<file path="src/rtl/dir_pkg.sv">
package dir_pkg;
  typedef enum logic [1:0] {
    LS_ABSENT    = 2'd0,
    LS_PRESENT   = 2'd1,
    LS_REPLACING = 2'd2
  } line_t;

  localparam logic [2:0] RQ_RD_MISS = 3'd0;
  localparam logic [2:0] RQ_WR_MISS = 3'd1;
  localparam logic [2:0] RQ_UPDATE  = 3'd2;
  localparam logic [2:0] RQ_REPLACE = 3'd3;
  localparam logic [2:0] RQ_ACK     = 3'd4;
  localparam logic [2:0] RQ_UBOUNCE = 3'd5;

  localparam logic [3:0] MS_REPLY    = 4'd1;
  localparam logic [3:0] MS_RD_FWD   = 4'd2;
  localparam logic [3:0] MS_WR_FWD   = 4'd3;
  localparam logic [3:0] MS_UPD_FWD  = 4'd4;
  localparam logic [3:0] MS_FLUSH    = 4'd5;
  localparam logic [3:0] MS_REPL_FWD = 4'd6;
  localparam logic [3:0] MS_DONE     = 4'd7;
  localparam logic [3:0] MS_BOUNCE   = 4'd8;
endpackage

</file>
<file path="src/rtl/dir_mem.sv">
module dir_mem #(
  parameter int WORDS = 4,
  parameter int DW    = 32,
  localparam int OW   = (WORDS > 1) ? $clog2(WORDS) : 1
) (
  input  logic          clk,
  input  logic          we,
  input  logic [OW-1:0] waddr,
  input  logic [DW-1:0] wdata,
  input  logic [OW-1:0] raddr,
  output logic [DW-1:0] rdata
);
  logic [DW-1:0] store [WORDS];

  always_ff @(posedge clk) begin
    if (we) store[waddr] <= wdata;
    rdata <= store[raddr];
  end
endmodule

</file>
<file path="src/rtl/dir_state.sv">
module dir_state
  import dir_pkg::*;
#(
  parameter int NODES = 8,
  parameter int WORDS = 4,
  parameter int DW    = 32,
  localparam int IDW  = (NODES > 1) ? $clog2(NODES) : 1,
  localparam int OW   = (WORDS > 1) ? $clog2(WORDS) : 1
) (
  input  logic           clk,
  input  logic           rst,
  input  logic           req_valid,
  input  logic [2:0]     req_op,
  input  logic [IDW-1:0] req_src,
  input  logic [OW-1:0]  req_off,
  input  logic [DW-1:0]  req_data,
  input  logic [IDW-1:0] req_next,
  output line_t          state_q,
  output logic [IDW-1:0] head_q,
  output logic           mem_we,
  output logic           msg_valid,
  output logic [3:0]     msg_op,
  output logic [IDW-1:0] msg_dst,
  output logic [IDW-1:0] msg_req,
  output logic [OW-1:0]  msg_off,
  output logic [DW-1:0]  msg_data,
  output logic           msg_from_mem
);
  logic           sole_q, head_repl_q;
  line_t          state_d;
  logic [IDW-1:0] head_d;
  logic           sole_d, head_repl_d;
  logic           emit;
  logic [3:0]     op_d;
  logic [IDW-1:0] dst_d;
  logic           from_mem_d;

  always_comb begin
    state_d     = state_q;
    head_d      = head_q;
    sole_d      = sole_q;
    head_repl_d = head_repl_q;
    emit        = 1'b0;
    op_d        = MS_REPLY;
    dst_d       = head_q;
    from_mem_d  = 1'b0;
    mem_we      = 1'b0;
    if (req_valid) begin
      unique case (state_q)
        LS_ABSENT: begin
          if (req_op == RQ_RD_MISS || req_op == RQ_WR_MISS) begin
            emit       = 1'b1;
            op_d       = MS_REPLY;
            dst_d      = req_src;
            from_mem_d = (req_op == RQ_RD_MISS);
            mem_we     = (req_op == RQ_WR_MISS);
            head_d     = req_src;
            sole_d     = 1'b1;
            state_d    = LS_PRESENT;
          end
        end
        LS_PRESENT: begin
          unique case (req_op)
            RQ_RD_MISS, RQ_WR_MISS: begin
              emit   = 1'b1;
              op_d   = (req_op == RQ_RD_MISS) ? MS_RD_FWD : MS_WR_FWD;
              mem_we = (req_op == RQ_WR_MISS);
              head_d = req_src;
              sole_d = 1'b0;
            end
            RQ_UPDATE: begin
              mem_we = 1'b1;
              emit   = (req_src != head_q);
              op_d   = MS_UPD_FWD;
            end
            RQ_UBOUNCE: begin
              emit       = 1'b1;
              op_d       = MS_UPD_FWD;
              from_mem_d = 1'b1;
            end
            RQ_REPLACE: begin
              emit = 1'b1;
              if (req_src == head_q && sole_q) begin
                op_d    = MS_DONE;
                dst_d   = req_src;
                state_d = LS_ABSENT;
                sole_d  = 1'b0;
              end else if (req_src == head_q) begin
                op_d        = MS_FLUSH;
                dst_d       = req_src;
                state_d     = LS_REPLACING;
                head_repl_d = 1'b1;
              end else begin
                op_d        = MS_REPL_FWD;
                state_d     = LS_REPLACING;
                head_repl_d = 1'b0;
              end
            end
            default: ;
          endcase
        end
        LS_REPLACING: begin
          if (req_op == RQ_ACK) begin
            state_d = LS_PRESENT;
            if (head_repl_q) head_d = req_next;
          end else begin
            emit  = 1'b1;
            op_d  = MS_BOUNCE | {1'b0, req_op};
            dst_d = req_src;
          end
        end
        default: state_d = LS_ABSENT;
      endcase
    end
  end

  always_ff @(posedge clk) begin
    if (rst) begin
      state_q      <= LS_ABSENT;
      head_q       <= '0;
      sole_q       <= 1'b0;
      head_repl_q  <= 1'b0;
      msg_valid    <= 1'b0;
      msg_op       <= '0;
      msg_dst      <= '0;
      msg_req      <= '0;
      msg_off      <= '0;
      msg_data     <= '0;
      msg_from_mem <= 1'b0;
    end else begin
      state_q      <= state_d;
      head_q       <= head_d;
      sole_q       <= sole_d;
      head_repl_q  <= head_repl_d;
      msg_valid    <= emit;
      msg_op       <= op_d;
      msg_dst      <= dst_d;
      msg_req      <= req_src;
      msg_off      <= req_off;
      msg_data     <= req_data;
      msg_from_mem <= from_mem_d;
    end
  end
endmodule

</file>
<file path="src/rtl/dir_home_ctl.sv">
module dir_home_ctl
  import dir_pkg::*;
#(
  parameter int NODES = 8,
  parameter int WORDS = 4,
  parameter int DW    = 32,
  localparam int IDW  = (NODES > 1) ? $clog2(NODES) : 1,
  localparam int OW   = (WORDS > 1) ? $clog2(WORDS) : 1
) (
  input  logic           clk,
  input  logic           rst,
  input  logic           req_valid,
  input  logic [2:0]     req_op,
  input  logic [IDW-1:0] req_src,
  input  logic [OW-1:0]  req_off,
  input  logic [DW-1:0]  req_data,
  input  logic [IDW-1:0] req_next,
  output logic           out_valid,
  output logic [3:0]     out_op,
  output logic [IDW-1:0] out_dst,
  output logic [IDW-1:0] out_req,
  output logic [OW-1:0]  out_off,
  output logic [DW-1:0]  out_data,
  output logic [1:0]     line_state,
  output logic [IDW-1:0] head_ptr
);
  line_t          st;
  logic           mem_we, from_mem;
  logic [DW-1:0]  mem_rdata, msg_data;

  dir_state #(.NODES(NODES), .WORDS(WORDS), .DW(DW)) u_state (
    .clk(clk), .rst(rst),
    .req_valid(req_valid), .req_op(req_op), .req_src(req_src),
    .req_off(req_off), .req_data(req_data), .req_next(req_next),
    .state_q(st), .head_q(head_ptr), .mem_we(mem_we),
    .msg_valid(out_valid), .msg_op(out_op), .msg_dst(out_dst),
    .msg_req(out_req), .msg_off(out_off), .msg_data(msg_data),
    .msg_from_mem(from_mem)
  );

  dir_mem #(.WORDS(WORDS), .DW(DW)) u_mem (
    .clk(clk), .we(mem_we), .waddr(req_off), .wdata(req_data),
    .raddr(req_off), .rdata(mem_rdata)
  );

  assign out_data   = from_mem ? mem_rdata : msg_data;
  assign line_state = st;
endmodule

</file>
<file path="config.mk">
export PLATFORM = sky130hd
export DESIGN_NAME = dir_home_ctl
export DESIGN_NICKNAME = d
export VERILOG_FILES = /design/src/rtl/dir_pkg.sv /design/src/rtl/dir_mem.sv /design/src/rtl/dir_state.sv /design/src/rtl/dir_home_ctl.sv
export SDC_FILE = /design/constraint.sdc
export NUM_CORES = 1
export LEC_CHECK = 0
export ABC_AREA = 1
export BUFFER_PORTS_ARGS = -buffer_cell sky130_fd_sc_hd__buf_4
export CAP_MARGIN = 15
export CORE_AREA = 2 2 126 128
export CTS_CLUSTER_DIAMETER = 100
export DETAILED_ROUTE_END_ITERATION = 7
export DIE_AREA = 0 0 128 130
export PLACE_DENSITY = 0.74
export SYNTH_ARGS = -nofsm -noshare
export SYNTH_HDL_FRONTEND = slang
export SYNTH_SLANG_ARGS = --single-unit
</file>
<file path="constraint.sdc">
create_clock -name clk -period 3.11 [get_ports clk]
set_clock_uncertainty 0.05 [all_clocks]
set_input_delay 0.311 -clock clk [delete_from_list [all_inputs] [get_ports clk]]
set_output_delay 0.311 -clock clk [all_outputs]
set_load 0.01 [all_outputs]
</file>
==> After elaboration in Yosys (flattened, before gate mapping) <==
Memories as Yosys holds them, arrays and structs flattened. A register that Yosys moved wholly into a read port is not among the register bits.
Index checks and enable logic that the tools add are counted.
{ "word_totals": {"ff_bits": 53, "latchBits": 0, "mem_bits_rw": 128, "mem_bits_ro": 0, "out_inout_bits": 50, "elab_cells": 87, "memories": 1} }
{ "mem_list": {"columns": ["name", "words", "word_bits", "read_ports", "rd_ports_with_merged_regs", "wr", "line", "text"], "rows": [
  ["u_mem.store", 4, 32, 1, 1, 1, "dir_mem.sv:13", "logic [DW-1:0] store [WORDS];"]
]} }
{ "classes": {"add_sub_neg": 0, "n_mul": 0, "div_mod_pow": 0, "order_cmp": 0, "n_eq_ne": 16, "n_shift": 0, "n_mux": 42, "n_bitwise": 2, "n_reduce_logical": 14} }
{ "ops": {"columns": ["operator", "count"], "rows": [
  ["$mux 32", 1],
  ["$mux 3", 9],
  ["$pmux 3 s3", 2],
  ["$mux 1", 13],
  ["$pmux 1 s2", 6],
  ["$pmux 4 s3", 1],
  ["$mux 2", 5],
  ["$reduce_and 5->1", 2],
  ["$mux 4", 2],
  ["$ne 2x1->1 const B", 4],
  ["$pmux 4 s2", 1],
  ["$reduce_and 4->1", 2],
  ["$eq 3x2->1 const B", 2],
  ["$eq 3x3->1 const B", 2],
  ["$ne 3x2->1 const B", 2],
  ["$pmux 2 s3", 1],
  ["$reduce_or 2->1", 3],
  ["$reduce_or 4->1", 1],
  ["$eq 3x1->1 const B", 1],
  ["$eq 3x3->1", 1],
  ["$logic_not 3->1", 1],
  ["$ne 3x3->1", 1],
  ["$pmux 1 s3", 1],
  ["$reduce_bool 3->1", 1],
  ["8 further kinds", 9]
]} }

==> Logic depth before layout (Yosys ltp) <==
{ "depth": {"ltp_word": 7, "depth_mapped": 10} }

==> By module <==
Synthesis repeated with hierarchy kept, for this count alone.
{ "unflattened": {"hier_cells": 940, "area_unflattened_um2": 8708.4} }
{ "modules_own_cells": {"columns": ["module", "instances", "cells_each", "area_each_um2", "seq_area_each_um2"], "rows": [
  ["dir_mem", 1, 541, 6078.3, 4484.3],
  ["dir_state", 1, 295, 2138.3, 1061.0],
  ["dir_home_ctl", 1, 104, 491.7, 0.0]
]} }

==> Worst setup path after synthesis <==
Ideal clock, no wire load.
{ "synth_path": {"path_type": "register to register", "start": "register u_state.state_q[0]", "end": "memory u_mem.store[0][0], enable pin", "setup_time_ns": 0.421, "arrival_ns": 2.480, "required_time_ns": 2.639, "setup_slack_ns": 0.159, "path_stages_with_launch": 8, "path_buffers": 1, "period_less_slack_ns": 2.951, "path_cell_list": "dfxtp_1 inv_1 ha_1 clkbuf_1 nor2_1 o32ai_1 nand2_1 nor2_1"} }
{ "synth_between": {"elab_chain_cells": 5} }
{ "synth_rtl": {"columns": ["item", "line", "text"], "rows": [
  ["start, declared", "dir_state.sv:18", "output line_t state_q,"],
  ["start signal, assigned", "dir_state.sv:131", "state_q <= state_d;"],
  ["$eq 2x1->1 / $logic_not 2->1 (equally long branches)", "dir_state.sv:49", "unique case (state_q)"],
  ["$pmux 1 s2 *", "dir_state.sv:49", null],
  ["$mux 1 *", "dir_state.sv:48", "if (req_valid) begin"],
  ["$mux 1 *", "dir_mem.sv:16", "if (we) store[waddr] <= wdata;"],
  ["$mux 1 (not written as such) *", "dir_mem.sv:16", null],
  ["end, declared", "dir_mem.sv:13", null]
]} }
Every way passes the cells marked *; elsewhere a longest branch is shown, timed or not.

==> Worst setup path after layout <==
{ "layout_path": {"start": "register u_state.state_q[1]", "end": "memory u_mem.store[2][31], enable pin"} }
Same word-level chain as after synthesis.

==> metrics.log <==
INFO  metric post-route-worst-setup-slack = slightly below 0.5 ns
INFO  metric post_cts_resize_count = 0
INFO  metric synthesis.yosys.warnings = 0
INFO  metric p_seq_frac = 0.516
INFO  metric port-buffer-count = 95
INFO  metric detail-route-antenna-nets = 0
INFO  metric period_needed = 2.63 ns
INFO  metric critical_path_peak_fanout = 24
INFO  metric run_status = complete, no violations
INFO  metric worstPathCellList = inv_1, ha_1, inv_1, o32ai_1, nand2_1, nor2_4, buf_12
INFO  metric clk_path_buf_depth = 3
INFO  metric final-max-slew-violation-count = 0
INFO  metric rsz0062_at_grt = no
INFO  metric critical_path_class = reg2reg
INFO  metric design.final.nets = just over 800
INFO  metric leakage = roughly 3.9 nW
INFO  metric hp-class = in2reg
INFO  metric clock-sinks = 213
INFO  metric fin_tns_setup = 0 ns
INFO  metric dp_hpwl = 10300 µm
INFO  metric power.combinational.fraction = 0.093
INFO  metric cell_count_after_synthesis = 643
INFO  metric die_area = 16600 µm²
INFO  metric tritoncts_clock_tree = yes
INFO  metric drt_drc_violations_left = 0
INFO  metric die_height = 130 µm
INFO  metric drt-initial-drc-count = 354
INFO  metric path_clk_slew = approximately 0.060 ns
INFO  metric mapped_avg_cell_area = 12.2 µm²
INFO  metric cp-start-kind = flip-flop
INFO  metric route.final.wire_length = 16700 µm
INFO  metric slew_headroom = 0.448
INFO  metric crit_path_top_delay_cell = sky130_fd_sc_hd__ha_1
INFO  metric grt-ovfl-total = 0
INFO  metric tightestPinTransition = 0.827 ns
INFO  metric max_freq = 380 MHz
INFO  metric fillerInstances = approximately 1200
INFO  metric hp-start = req_op[1]
INFO  metric power.switching = 1.39 mW
INFO  metric setup_fix_buffers_added_after_clock_tree_synthesis = 0
INFO  metric sw_frac_of_total = 0.230
INFO  metric core_ar = 15400 µm²
INFO  metric internal_power = 4.66 mW
INFO  metric place.gp.congestion = 0.862
INFO  metric via_count_of_the_first_global_routing_pass = 5280
INFO  metric cp-startpoint = u_state.state_q[1]
INFO  metric timing.rr.start = u_state.state_q[1]
INFO  metric final_area = 9730 µm²
INFO  metric dp_worst_setup_slack = between 0.4 and 0.5 ns
INFO  metric grt_first_pass_wirelength = 26400 µm
INFO  metric drt-pass1-iter-count = 5
INFO  metric placementRows = 46
INFO  metric crit_path_frequent_cell = sky130_fd_sc_hd__inv_1
INFO  metric timing.reg2reg.worst_path_depth = 7
INFO  metric die_w = 128 µm
INFO  metric diodes = 0
INFO  metric mappedNetlistArea = 7810 µm²
INFO  metric detail_route.wl_per_cell = between 15 and 20 µm
INFO  metric start_util = 0.506
INFO  metric layout.cells.non_filler = 979
INFO  metric avgViaCountPerCell = 5.36
INFO  metric ir_drop = 0.389 mV
INFO  metric cts_made_buffers = 22
INFO  metric detailroute.via_count = 5248
INFO  metric worst-endpoint-arrival = about 2.8 ns
INFO  metric cts-htree-levels = 1
INFO  metric maxCapViolations = 0
INFO  metric synth_nets = 693
INFO  metric cts_root_buffer = sky130_fd_sc_hd__clkbuf_16
INFO  metric grt_antenna_before_repair = 0
INFO  metric fin_crit_share = 0.846
INFO  metric pin_count = 96
INFO  metric grt_max_degree = 70
INFO  metric ys_types = 28
INFO  metric hold_viol = 0
INFO  metric required = 3.25 ns
INFO  metric pwr-share-clk = 0.391
INFO  metric placement.cell_area = 8750 µm²
INFO  metric report.final.setup_viol = 0
INFO  metric whs_path_depth = 3
INFO  metric sequential_to_total_area_share_from_yosys_stat = 0.710
INFO  metric dp_cells = 907
INFO  metric synth.ff_latch_count = 213
INFO  metric worstSetupEndpointType = flip-flop
INFO  metric track_usage = 0.201
INFO  metric power.density_cell_area = 622 nW/µm²
INFO  metric number_of_hold_buffers_added_after_cts = 32
INFO  metric clock_insertion_delay_worst_skew = 0.50 ns
INFO  metric area_growth_syn_to_layout = 24.5%
INFO  metric layout-drive-gt1-share = 0.234
INFO  metric max_stage_delay_on_crit_path = about 0.41 ns
[through the flow]
| stage | hold slack [ns] | total power, mW | util |
|---|---|---|---|
| 2_1_floorplan | 0.360 | 3.48 | - |
| 3_3_place_gp | 0.406 | 3.70 | 0.567 |
| 3_5_place_dp | 0.411 | 3.71 | 0.567 |
| 4_1_cts | 0.0473 | 6.11 | 0.631 |
| 5_1_grt | 0.0693 | 6.27 | 0.631 |
| 6_report | 0.0606 | 6.05 | 0.631 |
[critical path, delay by kind of cell (launching register included)]
family	cells	cell delay, ns
and+or+nand+nor	2	0.65
buffers and inverters	3	0.55
adders and majority gates	1	0.41
DFF	1	0.34
AOI/OAI and AO/OA	1	0.32
[cells in the final DEF (no fill, tap or decap), types with 2 or more instances in the layout]
| cell type | count |
|---|---|
| sky130_fd_sc_hd__edfxtp_1 | 128 |
| sky130_fd_sc_hd__nand3_1 | 107 |
| sky130_fd_sc_hd__buf_4 | 105 |
| sky130_fd_sc_hd__dfxtp_1 | 84 |
| sky130_fd_sc_hd__inv_1 | 60 |
| sky130_fd_sc_hd__nor2_1 | 56 |
| sky130_fd_sc_hd__nand2_1 | 50 |
| sky130_fd_sc_hd__a22oi_1 | 32 |
| sky130_fd_sc_hd__dlygate4sd3_1 | 32 |
| sky130_fd_sc_hd__mux2_2 | 30 |
| sky130_fd_sc_hd__clkbuf_16 | 22 |
| sky130_fd_sc_hd__a21oi_1 | 16 |
| sky130_fd_sc_hd__o21ai_0 | 11 |
| sky130_fd_sc_hd__clkinv_2 | 9 |
| sky130_fd_sc_hd__nor2_4 | 6 |
| sky130_fd_sc_hd__nand4_1 | 5 |
| sky130_fd_sc_hd__clkbuf_1 | 5 |
| sky130_fd_sc_hd__inv_2 | 4 |
| sky130_fd_sc_hd__ha_1 | 4 |
| sky130_fd_sc_hd__o211ai_1 | 3 |
| sky130_fd_sc_hd__mux2_1 | 2 |
| sky130_fd_sc_hd__nor2_2 | 2 |
[synthesized netlist by cell type, drive strengths merged]
cell type	count	area share
a21boi	2	0.0019
a21oi	16	0.010
a22oi	32	0.031
buf	19	0.012
clkbuf	15	0.0072
dfxtp	85	0.22
edfxtp	128	0.49
ha	4	0.0064
inv	64	0.031
mux2	32	0.046
nand2	51	0.025
nand3	107	0.069
nand4	5	0.0040
nor2	64	0.032
o2111ai	1	0.0011
o211ai	3	0.0029
o21ai	11	0.0070
o21bai	1	0.00096
o22ai	1	0.00080
o32ai	1	0.0011
xnor2	1	0.0011
[flip-flops by register name, summed over array words and instances (netlist names)]
signal / count
u_state.msg_valid: 1
u_state.msg_from_mem: 1
u_state.state_q: 2
u_state.msg_off: 2
u_state.msg_dst: 3
u_state.msg_req: 3
u_mem.rdata: 32
u_state.msg_data: 32
u_state.head_repl_q: 1
u_state.msg_op: 4
u_mem.store: 128
u_state.head_q: 3
u_state.sole_q: 1
[cell type report]
type	instances	area (µm²)	share of cell area
clock buffers	28	583	0.0599
flip-flops and latches	213	5550	0.570
inverters	64	240	0.0247
well taps	192	240	0.0247
multi-input cells	332	1910	0.197
repair buffers	138	1130	0.116
clock inverters	12	76.3	0.00784
[layer usage]
metal | track usage | wire (µm)
met5 | 0 | 0
met4 | 0.0698 | 407
met3 | 0.0303 | 780
met2 | 0.365 | 8540
met1 | 0.246 | 6930
[worst paths after layout]
| path | end | slack, ns |
|---|---|---|
| setup reg to reg | u_mem.store[2][31] | 0.48 |
| hold / removal | u_state.msg_op[1] | 0.06 |
| hold reg to reg | u_mem.rdata[6] | 0.43 |
| setup / recovery | u_mem.store[2][31] | 0.48 |
[power by group through the flow]
stage	combinational (mW)	sequential, mW	clock [mW]
after floorplan	0.297	3.18	0
after global placement	0.518	3.18	0
after detailed placement	0.529	3.18	0
after CTS	0.568	3.12	2.41
after global routing	0.623	3.13	2.52
final	0.565	3.12	2.37
[kinds of logic (layout without fill, tap and decap cells)]
| kind of cell | Yosys count | in the layout | synth area share |
|---|---|---|---|
| mux | 32 | 32 | 0.0461 |
| flops | 213 | 213 | 0.710 |
| simple gates | 227 | 227 | 0.129 |
| buf+inv | 98 | 242 | 0.0503 |
| xor+xnor | 1 | 1 | 0.00112 |
| fa+ha+maj | 4 | 4 | 0.00641 |
| compound gates | 68 | 68 | 0.0569 |
(Power assumes the default switching activity.)
